### config.mk
export PLATFORM = sky130hd
export DESIGN_NAME = pwr_sleep_ctrl
export DESIGN_NICKNAME = d
export VERILOG_FILES = /design/src/rtl/pwr_sleep_pkg.sv /design/src/rtl/pwr_wake_sync.sv /design/src/rtl/pwr_seq_fsm.sv /design/src/rtl/pwr_regs.sv /design/src/rtl/pwr_sleep_ctrl.sv
export SDC_FILE = /design/constraint.sdc
export NUM_CORES = 1
export LEC_CHECK = 0
export BUFFER_PORTS_ARGS = -buffer_cell sky130_fd_sc_hd__buf_4
export CORE_MARGIN = 2
export CORE_UTILIZATION = 40
export CTS_BUF_LIST = sky130_fd_sc_hd__clkbuf_8
export CTS_CLUSTER_SIZE = 30
export DETAILED_ROUTE_END_ITERATION = 7
export PLACE_DENSITY = 0.69
export SETUP_SLACK_MARGIN = 0.2
export SYNTH_ARGS = -nofsm -noshare
export SYNTH_HDL_FRONTEND = slang
export SYNTH_SLANG_ARGS = --single-unit
### constraint.sdc
create_clock -name clk -period 3.9 [get_ports clk]
set_input_delay 0.39 -clock clk [delete_from_list [all_inputs] [get_ports clk]]
set_output_delay 0.39 -clock clk [all_outputs]
set_load 0.005 [all_outputs]
### src/rtl/pwr_sleep_pkg.sv
package pwr_sleep_pkg;
  typedef enum logic [1:0] {
    ST_IDLE  = 2'd0,
    ST_ARMED = 2'd1,
    ST_READY = 2'd2,
    ST_SLEEP = 2'd3
  } seq_state_e;
endpackage

### src/rtl/pwr_wake_sync.sv
module pwr_wake_sync #(
  parameter int STAGES = 2
) (
  input  logic clk,
  input  logic rst,
  input  logic pin_n,
  output logic low_twice
);
  logic [STAGES-1:0] chain;
  logic              hist_q;

  always_ff @(posedge clk) begin
    if (rst) begin
      chain  <= '1;
      hist_q <= 1'b1;
    end else begin
      chain  <= {chain[STAGES-2:0], pin_n};
      hist_q <= chain[STAGES-1];
    end
  end

  // two consecutive synchronized samples low
  assign low_twice = ~chain[STAGES-1] & ~hist_q;
endmodule

### src/rtl/pwr_seq_fsm.sv
module pwr_seq_fsm
  import pwr_sleep_pkg::*;
(
  input  logic clk,
  input  logic rst,
  input  logic insn_done,
  input  logic ctl_wr,
  input  logic arm_bit,
  input  logic go_bit,
  input  logic wake_ok,
  output logic sleep_q
);
  seq_state_e state_q, state_d;

  always_comb begin
    state_d = state_q;
    if (state_q == ST_SLEEP) begin
      if (wake_ok) state_d = ST_IDLE;
    end else if (ctl_wr && arm_bit && !go_bit) begin
      state_d = insn_done ? ST_READY : ST_ARMED;
    end else if (state_q == ST_READY) begin
      if (ctl_wr && go_bit && !arm_bit) state_d = ST_SLEEP;
      else if (ctl_wr || insn_done)     state_d = ST_IDLE;
    end else if (state_q == ST_ARMED) begin
      if (ctl_wr)         state_d = ST_IDLE;
      else if (insn_done) state_d = ST_READY;
    end
  end

  always_ff @(posedge clk) begin
    if (rst) begin
      state_q <= ST_IDLE;
      sleep_q <= 1'b0;
    end else begin
      state_q <= state_d;
      sleep_q <= (state_d == ST_SLEEP);
    end
  end
endmodule

### src/rtl/pwr_regs.sv
module pwr_regs #(
  parameter int          ADDR_W   = 8,
  parameter int          DATA_W   = 8,
  parameter logic [7:0]  PWR_ADDR = 8'h87,
  parameter logic [7:0]  SYS_ADDR = 8'hB1,
  parameter logic [7:0]  AUX_ADDR = 8'h88,
  parameter int          ARM_BIT  = 1,
  parameter int          GO_BIT   = 6,
  parameter int          MAP_BIT  = 4,
  parameter int          WAKE_BIT = 7
) (
  input  logic              clk,
  input  logic              rst,
  input  logic              wr_live,
  input  logic [ADDR_W-1:0] wr_addr,
  input  logic [DATA_W-1:0] wr_data,
  input  logic [ADDR_W-1:0] rd_addr,
  output logic [DATA_W-1:0] rd_data,
  output logic              wake_en
);
  localparam logic [DATA_W-1:0] KEEP_MASK =
    ~((DATA_W'(1) << ARM_BIT) | (DATA_W'(1) << GO_BIT));

  logic [DATA_W-1:0] pwr_q, sys_q, aux_view, rd_d;

  always_ff @(posedge clk) begin
    if (rst) begin
      pwr_q   <= '0;
      sys_q   <= '0;
      wake_en <= 1'b0;
    end else if (wr_live) begin
      if (wr_addr == ADDR_W'(PWR_ADDR)) pwr_q <= wr_data & KEEP_MASK;
      if (wr_addr == ADDR_W'(SYS_ADDR)) sys_q <= wr_data;
      if (wr_addr == ADDR_W'(AUX_ADDR) && sys_q[MAP_BIT]) wake_en <= wr_data[WAKE_BIT];
    end
  end

  always_comb begin
    aux_view           = '0;
    aux_view[WAKE_BIT] = wake_en;
    if (rd_addr == ADDR_W'(PWR_ADDR))      rd_d = pwr_q;
    else if (rd_addr == ADDR_W'(SYS_ADDR)) rd_d = sys_q;
    else if (rd_addr == ADDR_W'(AUX_ADDR)) rd_d = aux_view;
    else                                   rd_d = '0;
  end

  always_ff @(posedge clk) begin
    if (rst) rd_data <= '0;
    else     rd_data <= rd_d;
  end
endmodule

### src/rtl/pwr_sleep_ctrl.sv
module pwr_sleep_ctrl #(
  parameter int          ADDR_W      = 8,
  parameter int          DATA_W      = 8,
  parameter logic [7:0]  PWR_ADDR    = 8'h87,
  parameter logic [7:0]  SYS_ADDR    = 8'hB1,
  parameter logic [7:0]  AUX_ADDR    = 8'h88,
  parameter int          ARM_BIT     = 1,
  parameter int          GO_BIT      = 6,
  parameter int          MAP_BIT     = 4,
  parameter int          WAKE_BIT    = 7,
  parameter int          SYNC_STAGES = 2
) (
  input  logic              clk,
  input  logic              rst,
  input  logic              insn_done,
  input  logic              wr_en,
  input  logic [ADDR_W-1:0] wr_addr,
  input  logic [DATA_W-1:0] wr_data,
  input  logic [ADDR_W-1:0] rd_addr,
  output logic [DATA_W-1:0] rd_data,
  input  logic              int0_n,
  input  logic              ale_in,
  input  logic              psen_in,
  output logic              sleep,
  output logic              rc_osc_en,
  output logic              xtal_osc_en,
  output logic              ale_out,
  output logic              psen_out,
  output logic              irq_mask
);
  logic wr_live, ctl_wr, low_twice, wake_en, sleep_q;

  assign wr_live = wr_en & ~sleep_q;
  assign ctl_wr  = wr_live & (wr_addr == ADDR_W'(PWR_ADDR));

  pwr_wake_sync #(.STAGES(SYNC_STAGES)) u_sync (
    .clk       (clk),
    .rst       (rst),
    .pin_n     (int0_n),
    .low_twice (low_twice)
  );

  pwr_seq_fsm u_fsm (
    .clk       (clk),
    .rst       (rst),
    .insn_done (insn_done),
    .ctl_wr    (ctl_wr),
    .arm_bit   (wr_data[ARM_BIT]),
    .go_bit    (wr_data[GO_BIT]),
    .wake_ok   (wake_en & low_twice),
    .sleep_q   (sleep_q)
  );

  pwr_regs #(
    .ADDR_W(ADDR_W), .DATA_W(DATA_W), .PWR_ADDR(PWR_ADDR), .SYS_ADDR(SYS_ADDR),
    .AUX_ADDR(AUX_ADDR), .ARM_BIT(ARM_BIT), .GO_BIT(GO_BIT), .MAP_BIT(MAP_BIT),
    .WAKE_BIT(WAKE_BIT)
  ) u_regs (
    .clk     (clk),
    .rst     (rst),
    .wr_live (wr_live),
    .wr_addr (wr_addr),
    .wr_data (wr_data),
    .rd_addr (rd_addr),
    .rd_data (rd_data),
    .wake_en (wake_en)
  );

  assign sleep       = sleep_q;
  assign rc_osc_en   = ~sleep_q;
  assign xtal_osc_en = ~sleep_q;
  assign ale_out     = ale_in & ~sleep_q;
  assign psen_out    = psen_in & ~sleep_q;
  assign irq_mask    = wake_en;
endmodule

==> reports/metrics.cfg <==
[floorplan]
start_util = 0.4167
fp.dieW_um = 59.93
die_h_um = 59.93
ios = 45
core_region_area_um2 = 3003
rows = 20
die_area_um2 = 3592

[finish]
nets = 204
mostFrequentLayoutCell = buf_4
utilization = 0.5654
drive_gt1_frac = 0.3678
final_cell_mix = buf_4, dfxtp_1, nor2_1
stdcell_count = 207
area.growth.synth_to_final_pct = 35.70
n_antenna_cell = 0
finalInstanceArea_um2 = 1698

[routing]
wl_um = 2743
via_count = 1088
vias_per_cell = 5.256
first_iter_violations = 16
firstDrtPassIters = 4
wl_per_cell_um = 13.25
drc = 0
drtAntennaViolNets = 0

[sta]
fmaxAchievable_mhz = 486.1
grt_setup_unrepaired = false
period_minus_slack_ns = 2.057
fin_hold_ws_ns = 0.2929
finalCritPeriodShare = 0.5275
relSlewSlack = 0.4522
tns_ns = 0
skew_ns = 0.006152
final_max_slew_viol_count = 0
finalHoldViolations = 0
setup_viol = 0
fin_ws_ns = 1.843
worst-slew-pin-transition_ns = 0.8155

[power_and_ir_drop]
netSwitchingFraction = 0.2108
switchingPower_mw = 0.1292
pwr-share-clk = 0.439
p_int_mw = 0.4837
leakage_nw = 0.6803
comb_power_share = 0.075
pwr_density_cell_nw_per_um2 = 361.0
ir_worst_vdd_mv = 0.1983
p_seq_frac = 0.487
finalPower_mw = 0.6129

[logic_synthesis]
avgSynthCellArea_um2 = 9.930
synth_fp_nets = 157
ys_seq_elements = 29
seq_area_frac_synth = 0.4640
yosysUniqueCellTypes = 36
async_flop_share = 0
netlist_instances = 126
synth_flop_cell = dfxtp_1
yosysWarnings = 0
synth_edf_count = 0
syn_area_um2 = 1251

[setup_path]
reg2reg_slack_ns = 2.04
cp-startpoint = wr_addr[5]
critPathRequiredTime_ns = 4.07
rr_startpoint = u_fsm.sleep_q
critPathCaptureType = flip-flop
cp-start-kind = primary input
cp.arrival_ns = 2.23
cp_max_fo = 11
path_class = in -> reg
r2r-end = u_regs.sys_q[1]
worstRegToRegCells = 5

[grt]
grt_remaining_overflow = 0
grt_pass1_wl_um = 4457
grt_max_degree = 25
grt_pass1_vias = 1079
antenna_found_initial = 0
grt_usage = 0.1749

[placement]
dp_hpwl_um = 2073
port_buffers = 44
place_ws_ns = 1.528
placed_cell_area_um2 = 1597
gp_congestion = 0.8067
dp.cells = 199

[cts]
clock_path_buffers = 2
clkLatencyLatePin_ns = 0.28
htreeDepth = 2
cts_inserted_buffers = 5
ctsResizeCount = 0
clkSinkCount = 29
cts_setup_buffers = 0
cts_tree = yes
postCtsHoldBufs = 0
clkTransAtPathRegs_ns = 0.06
clockRootBuffer = clkbuf_8

[min_path]
min_path_type = in -> reg
worstHoldStart = int0_n
min_path_cells = 2
hold_end = u_sync.chain[0]

[flow_run]
cap_violations = 0

[outcome]
status = completed

[sequential cells by signal, indices dropped and copies added (netlist names)]
name / count
u_regs.rd_data: 8
u_regs.sys_q: 8
u_regs.pwr_q: 6
u_fsm.state_q: 2
u_sync.chain: 2
u_fsm.sleep_q: 1
u_regs.wake_en: 1
u_sync.hist_q: 1
[synthesized netlist by cell type, types with 2 or more instances]
library cell / number / area share
nor2b_1: 7 / 0.035
or2_2: 4 / 0.020
inv_1: 3 / 0.0090
dfxtp_1: 29 / 0.46
nand2b_1: 2 / 0.010
a22o_1: 5 / 0.035
and3b_1: 2 / 0.014
mux2i_1: 15 / 0.12
nand2_1: 6 / 0.018
nand3b_1: 2 / 0.012
and2_1: 2 / 0.010
nor3_1: 4 / 0.016
a21oi_1: 2 / 0.0080
nor2_1: 20 / 0.060
clkbuf_1: 2 / 0.0060
[critical path, stage by stage]
cell	delay [ns]
buf_4	0.11
or4b_4	0.55
nor4_4	0.70
o311ai_1	0.21
o21ai_1	0.18
nor4_2	0.08
[layout make-up]
| cell class | count | area [um^2] |
|---|---|---|
| clock buffer | 7 | 96.34 |
| clock inverter | 1 | 5.005 |
| fill | 275 | 1305 |
| inverter | 3 | 11.26 |
| multi-input combinational | 90 | 633.1 |
| sequential | 29 | 580.6 |
| tap | 33 | 41.29 |
| timing repair buffer | 44 | 330.3 |
[how the worst max path moves through the flow]
stage / endpoint / slack [ns] / cells past startpoint
finish: u_fsm.sleep_q / 1.84 / 6
global route: u_fsm.sleep_q / 1.73 / 5
CTS: u_fsm.sleep_q / 1.81 / 6
detailed placement: u_fsm.sleep_q / 1.53 / 6
global placement: u_fsm.state_q[0] / 1.62 / 6
floorplan: u_fsm.sleep_q / 2.13 / 6
[layer usage]
metal	global-route usage	up-vias	part of all wire
met1	0.1796	512	0.41
met3	0.07143	10	0.062
met5	0	-	0
met4	0.1270	0	0.037
met2	0.2842	32	0.49
li1	-	534	-
[power by group through the flow]
stage | registers, mW | logic [mW] | clock network (mW)
after global routing | 0.298 | 0.0493 | 0.290
after CTS | 0.298 | 0.0460 | 0.274
after global placement | 0.305 | 0.0439 | 0
final | 0.298 | 0.0457 | 0.269
after detailed placement | 0.305 | 0.0459 | 0
after floorplan | 0.305 | 0.0141 | 0
[kinds of logic (layout without fill, tap and decap cells)]
family / count (synthesis) / after routing / share of synthesized area
buf+inv: 7 / 55 / 0.03000
flops: 29 / 29 / 0.4640
mux: 15 / 15 / 0.1200
simple gates: 61 / 61 / 0.2990
compound gates: 14 / 14 / 0.08700
(Power assumes the default switching activity.)
